===== config.mk =====
export PLATFORM = sky130hd
export DESIGN_NAME = resp_sig_compactor
export DESIGN_NICKNAME = d
export VERILOG_FILES = /design/src/rtl/sigc_pkg.sv /design/src/rtl/sigc_ctrl.sv /design/src/rtl/sigc_step.sv /design/src/rtl/sigc_counter.sv /design/src/rtl/resp_sig_compactor.sv
export SDC_FILE = /design/constraint.sdc
export NUM_CORES = 1
export LEC_CHECK = 0
export CAP_MARGIN = 20
export CORE_MARGIN = 8
export CORE_UTILIZATION = 37
export CTS_CLUSTER_DIAMETER = 150
export DETAILED_ROUTE_END_ITERATION = 7
export PLACE_DENSITY = 0.78
export SYNTH_ARGS = -nofsm -noshare
export SYNTH_HDL_FRONTEND = slang
export SYNTH_SLANG_ARGS = --single-unit

===== constraint.sdc =====
create_clock -name clk -period 2.25 [get_ports clk]
set_input_delay 0.675 -clock clk [delete_from_list [all_inputs] [get_ports clk]]
set_output_delay 0.675 -clock clk [all_outputs]
set_load 0.05 [all_outputs]

===== src/rtl/sigc_pkg.sv =====
package sigc_pkg;

    // What the register stage does in a given cycle
    typedef enum logic [1:0] {
        OP_IDLE    = 2'd0,
        OP_CLEAR   = 2'd1,
        OP_ABSORB  = 2'd2,
        OP_BLOCKED = 2'd3
    } sigc_op_e;

endpackage


===== src/rtl/sigc_ctrl.sv =====
module sigc_ctrl
    import sigc_pkg::*;
(
    input  logic     clr_i,
    input  logic     vld_i,
    input  logic     done_i,
    output sigc_op_e op_o
);

    // Clear wins over data; data after done is dropped
    always_comb begin
        if (clr_i)
            op_o = OP_CLEAR;
        else if (vld_i && done_i)
            op_o = OP_BLOCKED;
        else if (vld_i)
            op_o = OP_ABSORB;
        else
            op_o = OP_IDLE;
    end

endmodule


===== src/rtl/sigc_step.sv =====
module sigc_step #(
    parameter int WIDTH = 32
) (
    input  logic [WIDTH-1:0] sig_i,
    input  logic [WIDTH-1:0] poly_i,
    input  logic [WIDTH-1:0] din_i,
    output logic [WIDTH-1:0] sig_o
);

    logic carry;
    assign carry = sig_i[0];

    // One bit slice per signature position: shifted-in bit, feedback tap, data
    for (genvar b = 0; b < WIDTH; b++) begin : g_bit
        if (b == WIDTH - 1) begin : g_top
            assign sig_o[b] = (carry & poly_i[b]) ^ din_i[b];
        end else begin : g_mid
            assign sig_o[b] = sig_i[b+1] ^ (carry & poly_i[b]) ^ din_i[b];
        end
    end

endmodule


===== src/rtl/sigc_counter.sv =====
module sigc_counter
    import sigc_pkg::*;
#(
    parameter int CNT_W = 16
) (
    input  logic             clk,
    input  logic             rst,
    input  sigc_op_e         op_i,
    input  logic [CNT_W-1:0] target_i,
    output logic [CNT_W-1:0] cnt_o,
    output logic             done_o
);

    typedef struct packed {
        logic [CNT_W-1:0] cnt;
        logic [CNT_W-1:0] tgt;
        logic             done;
    } cnt_state_t;

    cnt_state_t st_d, st_q;
    logic [CNT_W-1:0] cnt_inc;

    assign cnt_inc = st_q.cnt + CNT_W'(1);

    always_comb begin
        st_d = st_q;
        case (op_i)
            OP_CLEAR: begin
                st_d.cnt  = '0;
                st_d.tgt  = target_i;
                st_d.done = (target_i == '0);
            end
            OP_ABSORB: begin
                st_d.cnt  = cnt_inc;
                st_d.done = (cnt_inc == st_q.tgt);
            end
            default: ;
        endcase
    end

    always_ff @(posedge clk) begin
        if (rst) begin
            st_q.cnt  <= '0;
            st_q.tgt  <= '0;
            st_q.done <= 1'b1;
        end else begin
            st_q <= st_d;
        end
    end

    assign cnt_o  = st_q.cnt;
    assign done_o = st_q.done;

    AST_CNT_STEP: assert property (@(posedge clk) disable iff (rst)
        (op_i == OP_ABSORB) |=> (cnt_o == $past(cnt_o) + CNT_W'(1)));
    AST_DONE_STICKY: assert property (@(posedge clk) disable iff (rst)
        (done_o && op_i != OP_CLEAR) |=> done_o);
    AST_CNT_BELOW_TGT: assert property (@(posedge clk) disable iff (rst)
        !done_o |-> (cnt_o < st_q.tgt));

endmodule


===== src/rtl/resp_sig_compactor.sv =====
module resp_sig_compactor
    import sigc_pkg::*;
#(
    parameter int WIDTH = 32,
    parameter int CNT_W = 16
) (
    input  logic             clk,
    input  logic             rst,
    input  logic             clr_i,
    input  logic [WIDTH-1:0] seed_i,
    input  logic [CNT_W-1:0] word_target_i,
    input  logic [WIDTH-1:0] poly_i,
    input  logic [WIDTH-1:0] din_i,
    input  logic             din_vld_i,
    output logic [WIDTH-1:0] sig_o,
    output logic [CNT_W-1:0] word_cnt_o,
    output logic             done_o
);

    typedef struct packed {
        logic [WIDTH-1:0] sig;
    } sig_state_t;

    sig_state_t       st_d, st_q;
    sigc_op_e         op;
    logic [WIDTH-1:0] sig_next;

    sigc_ctrl u_ctrl (
        .clr_i  (clr_i),
        .vld_i  (din_vld_i),
        .done_i (done_o),
        .op_o   (op)
    );

    sigc_step #(.WIDTH(WIDTH)) u_step (
        .sig_i  (st_q.sig),
        .poly_i (poly_i),
        .din_i  (din_i),
        .sig_o  (sig_next)
    );

    sigc_counter #(.CNT_W(CNT_W)) u_cnt (
        .clk      (clk),
        .rst      (rst),
        .op_i     (op),
        .target_i (word_target_i),
        .cnt_o    (word_cnt_o),
        .done_o   (done_o)
    );

    always_comb begin
        st_d = st_q;
        case (op)
            OP_CLEAR:  st_d.sig = seed_i;
            OP_ABSORB: st_d.sig = sig_next;
            default:   ;
        endcase
    end

    always_ff @(posedge clk) begin
        if (rst) st_q.sig <= '0;
        else     st_q <= st_d;
    end

    assign sig_o = st_q.sig;

    AST_SIG_HOLD: assert property (@(posedge clk) disable iff (rst)
        (!clr_i && !din_vld_i) |=> $stable(sig_o));
    AST_CLR_SEED: assert property (@(posedge clk) disable iff (rst)
        clr_i |=> (sig_o == $past(seed_i) && word_cnt_o == '0));
    AST_BLOCKED_HOLD: assert property (@(posedge clk) disable iff (rst)
        (!clr_i && din_vld_i && done_o) |=> ($stable(sig_o) && $stable(word_cnt_o)));

endmodule


* Word level (Yosys, flattened, before mapping)
Cells that the tools add are included.
** Operators by class
- Add/sub/neg operators :: 1
- Equality and inequality tests :: 3
- Reduce and logical (&&, ||, !) cells :: 3
- Bitwise operators :: 95
- Multiplexer cells :: 6
** Operator list (count)
- 32-bit one-hot mux with 2 select lines :: 1
- 1-bit bitwise XOR :: 63
- 1-bit AND :: 32
- 16-bit one-hot mux with 2 select lines :: 1
- 16-bit by 1-bit adder with 16-bit output, second input constant :: 1
- 16-bit == test :: 1
- 16-bit zero test :: 1
- 2-bit two-way mux :: 3
- 2-bit by 1-bit == test with 1-bit output, second input constant :: 1
- 2-bit == test, second input constant :: 1
- 1-bit one-hot mux with 2 select lines :: 1
- 2-bit nonzero test :: 1
- 1-bit logical AND :: 1
** Word-level totals
- Input port bits :: 116
- Word-level logic and storage cells :: 112
- Output and inout port bits :: 49
- Flip-flop bits (word level) :: 65

* Depth between registers and ports, before layout
- Word-level depth :: 5
- Mapped depth :: 9
- Depth with buffers taken out :: 8

* Cells and area by module
From an unflattened synthesis, not the netlist that was laid out.
** Second synthesis, totals
- Cell total of the unflattened synthesis :: 492
- Area, all modules :: 4310.4 um^2
** By module, submodules not included
- sigc_counter :: area each 2064.5 um^2, instances 1, cells an instance 248, sequential area each 660.6 um^2
- resp_sig_compactor :: area each 1526.5 um^2, instances 1, cells an instance 144, sequential area each 640.6 um^2
- sigc_step :: area each 705.7 um^2, instances 1, cells an instance 98, sequential area each 0.0 um^2
- sigc_ctrl :: area each 13.8 um^2, instances 1, cells an instance 2, sequential area each 0.0 um^2

* Least setup slack after synthesis
OpenSTA, ideal clock, no wires.
- Path type :: register to register
- Start point :: register u_cnt.st_q (netlist bit u_cnt.done_o)
- End point :: register st_q (netlist bit sig_o[10])
- Cell stages (with the launch flop) :: 10
- Setup slack :: -32 ps
- Arrival time :: 2186 ps
- Library setup time :: 95 ps
- Required time :: 2155 ps
- Period minus slack after synthesis :: 2282 ps
- Cells stage by stage :: dfxtp_1 -> a21o_1 -> inv_1 -> ha_1 -> clkbuf_1 -> inv_1 -> clkbuf_1 -> clkbuf_1 -> a21oi_1 -> a221oi_1
** On the way
- Word-level cells in the longest chain between the ends :: 5
- Elaborated cells between the ends (all ways) :: 7
** RTL lines
- start, declared :: RTL line sigc_counter.sv:20 : cnt_state_t st_d, st_q;
- start signal, assigned :: RTL line sigc_counter.sv:47 : st_q <= st_d;
- 1-bit logical AND (*) :: RTL line sigc_ctrl.sv:14 : else if (vld_i && done_i)
- 2-bit two-way mux (*) :: RTL line sigc_ctrl.sv:14
- 2-bit two-way mux (*) :: RTL line sigc_ctrl.sv:12 : if (clr_i)
- 2-bit == test or 2-bit by 1-bit == test with 1-bit output (tied branches) :: RTL line resp_sig_compactor.sv:53 : case (op)
- 32-bit one-hot mux with 2 select lines or 2-bit nonzero test (tied branches)
- end signal, assigned :: RTL line resp_sig_compactor.sv:62 : else st_q <= st_d;
- end, declared :: RTL line resp_sig_compactor.sv:24 : sig_state_t st_d, st_q;
Every way passes the cells marked *; elsewhere a longest branch is shown, timed or not.
A chain may end at the register's enable or synchronous reset.

* Worst setup path after layout
- Start point :: register st_q (netlist bit sig_o[26])
- End point :: output port sig_o[26]
** RTL lines
- end, declared :: RTL line resp_sig_compactor.sv:15 : output logic [WIDTH-1:0] sig_o,
No word-level cell between the ends.

==> metrics list <==
- Setup violations remaining at the end of the flow were counted as 0.
- The highest layer touched by signal routing is met4.
- Slew of the pin with the lowest slew margin: 694.5 ps
- In this design, the largest share of critical-path delay is due to buffers and inverters.
* Post-Synthesis Mean Instance Area: 7.739 µm²
* Post-synthesis sequential element count: between 60 and 70
- At the end of routability-driven placement, the weighted congestion stood at 0.9087.
- Met3 routed WL: 966 µm
- 165 I/O pins were placed.
* Dpl hpwl: 10030 µm
- From left edge to right edge, the die measures between 100 and 150 µm.
- Least setup slack across all paths after layout: around 44 ps
- The final-report hold violation count was 0.
* Pwr/cell area: 582.2 nW/µm²
* Hold path depth: 2
- WL final: 13350 µm
- Global-route usage over all layers: between 10% and 20%
- At the end of the flow, the number of nets in the layout was 798.
- The setup path with the least slack is of type flip-flop to output port.
- From bottom edge to top edge, the die measures 121.7 µm.
- Worst reg2reg endpoint: u_cnt.done_o
- Slowest cell on the critical path: sky130_fd_sc_hd__clkdlybuf4s50_1
* Post-DR wirelength/cell: 16.20 µm
- Across the run, the number of max-cap violations was 0.
- Layout fillers: 982
- For this run, the detailed router's first-pass iteration total came to 5.
- Die ar.: approximately 15000 µm²
- The number of antenna violations at the first check in global routing was 0.
* Core area: 10890 µm²
- From synthesis to final layout, the design area changed by 48.56%.
* Maximum number of pins on one net before global-route repair: 66
- For this block, the via count after detailed routing is 4209.
- Initial Util: 37.96%
* Cell area after technology mapping: 4133 µm²
- Number of global-route vias before repair: between 4000 and 5000
* Post-layout min period: 2206 ps
- The floorplan has 38 rows.
- In the routed layout, each cell is associated on average with a via count of about 5.1.
- Share of post-route cells with drive strength above 1: between 10% and 20%
- Walking the worst path, the cells encountered are clkdlybuf4s50_1.
- Yosys Warn Count: 0
- Setup TNS: 0 ps
- Buffers added on ports: 164
* Max-slew violations: 0
* DRC violation count after routing: 0
- For the worst flop-to-flop path, the logic depth is 6.
- Clock tree synthesis found a total of 65 sinks.
- Launching point of the worst reg2reg path: u_cnt.cnt_o[0]
* Data arrival, critical path: 1530 ps
* Worst endpoint required time: 1570 ps
* Clock latency at the later pin of the worst-skew pair: 350 ps
* Number of nets produced by synthesis: about 650
- Leakage power: 2.656 nW
* Clock transition at the register clock pins on the worst setup and hold paths after CTS: ~80 ps
* Fmax: 453.4 MHz
- Critical path buffers and inverters: 1
- The flow ran to the end, and the final reports show no timing, DRC or antenna violations.
- The tree is rooted in a sky130_fd_sc_hd__clkbuf_8.
* DRT met1 WL: 5587 µm
* Length of routed met2 wiring: 6651 µm
- The clock passes through at most 2 buffers.
- Global-route wire length before repair: about 21000 µm
- Sequential cells were found to cover between 30% and 40% of the synthesized design area.
- Hold endpoint: sig_o[24]
- The worst-case IR drop observed on VDD is ~0.00042 V.
* Launch instance of the worst min-delay path: sig_o[24]
- The number of different library cells used by synthesis comes to 38.
* Worst slew slack as a fraction of its limit: 53.70%
- Total inserted antenna cells: 0
- In the layout the commonest cells are 114 x sky130_fd_sc_hd__clkdlybuf4s50_1, 77 x sky130_fd_sc_hd__nand2_1, 62 x sky130_fd_sc_hd__dfxtp_1.
- After routing the design area is approximately 6000 µm².
- Starting DRC count in detailed routing: roughly 320
- Worst slack, placed: -444.9 ps
* Congestion Overflow GR: 0
- Unrepaired setup endpoints after global routing: false
* Clock buffer count from CTS: 9
* Largest stage delay, worst path: 830 ps
* Worst-case clock skew: 18.88 ps
- STA classifies the critical path startpoint as a flip-flop.
- The H-tree was split into 3 levels.
* Reg-to-reg slack, setup: about 160 ps
- The tightest min-delay check is of the flip-flop to flip-flop type.
- Critical Path End Type: output port
* Placement Cell Area: ~6000 µm²
- Leading cell type in the layout, fill and taps excluded: sky130_fd_sc_hd__clkdlybuf4s50_1
- Syn Inst Count: 534
- Along the worst path, the maximum fanout reaches 3.
- TritonCTS built the clock tree.
- After layout, the worst path uses 98.03% of the clock period.
- In this run the remaining antenna-violating nets after routing total 0.
## state kept, by name, indices dropped and copies added, names as in the netlist
signal and flops:
u_cnt.st_q 16, u_cnt.done_o 1, sig_o 32, u_cnt.cnt_o 16
## worst max-delay path by stage
stage | from | endpoint | slack, ps | depth (start not counted)
after floorplan | din_vld_i | sig_o[10] | 20 | 9
after global placement | din_vld_i | u_cnt.done_o | -350 | 8
after detailed placement | din_vld_i | u_cnt.done_o | -440 | 8
after CTS | sig_o[22] | sig_o[22] | 1 | 1
after global routing | sig_o[26] | sig_o[26] | 2 | 1
final | sig_o[26] | sig_o[26] | 40 | 1
## Yosys cell counts (all sizes together)
cell    count  share of area, %
xnor2      47                10
clkbuf     25               2.3
nand3b      1              0.18
a31oi       1              0.15
a21oi      50               6.1
nand4       6              0.91
a21o        9               1.6
and3        1              0.15
nor2       40               3.6
nand2      77               7.0
or3         2              0.30
mux2i      16               3.9
ha          3              0.91
nand4b      1              0.21
or3b        1              0.21
a211o       1              0.21
nand2b      2              0.30
nor4        7               1.4
and4        1              0.21
a221oi     32               6.8
o31ai       1              0.30
or4         4              0.73
or2b        1              0.18
nor3       12               1.6
inv        37               3.4
o221ai      1              0.21
a211oi      4              0.73
dfxtp      65                31
buf        29               4.3
nand3       9               1.5
o21ai      10               1.2
xor2       38               8.1
## kinds of logic after synthesis
family,after synthesis,synth area share [%]
xor gates and xnor gates,85,18.01
DFF,65,31.49
adders and majority gates,3,0.9084
muxes,16,3.875
buffers and inverters,91,9.900
AOI/OAI and AO/OA,109,17.29
and+or+nand+nor,165,18.53
## metrics by stage
step | cells | total power (W) | hold slack (ps) | util [%]
6_report | 824 | 0.003574 | 499.0 | 56.39
5_1_grt | 824 | 0.003768 | 530.3 | 56.39
4_1_cts | 823 | 0.003611 | 505.1 | 55.62
3_5_place_dp | 807 | 0.002566 | 493.7 | 53.80
3_3_place_gp | 807 | 0.002545 | 485.5 | 53.80
2_1_floorplan | 534 | 0.002073 | 480.4 | -
## per-layer routing
| layer | global-route usage [%] | vias to the layer above |
|---|---|---|
| met4 | 5.474 | 0 |
| li1 | - | 2085 |
| met5 | 0 | - |
| met3 | 4.072 | 12 |
| met2 | 30.37 | 146 |
| met1 | 20.69 | 1966 |
## power breakdown
group,internal [W],switching (W)
sequential,0.00124,0.0000907
combinational,0.000565,0.000636
clock,0.000522,0.000519
## area by class of cell
type                    instances  area (µm²)  area share [%]
clock buffers                   9       123.9           2.018
clock inverters                 7       77.57           1.264
repair buffers                188        1857           30.24
well taps                     140       175.2           2.853
multi-input cells             378        2462           40.11
inverters                      37       138.9           2.262
flip-flops and latches         65        1305           21.26
## repair_timing
action,CTS,global route
hold buffers,0,0
endpoints found under the setup margin,9,23
resized for setup,9,25
pin swaps,1,8
buffers inserted,0,1
Note: power is estimated with default switching activity, not from simulation.
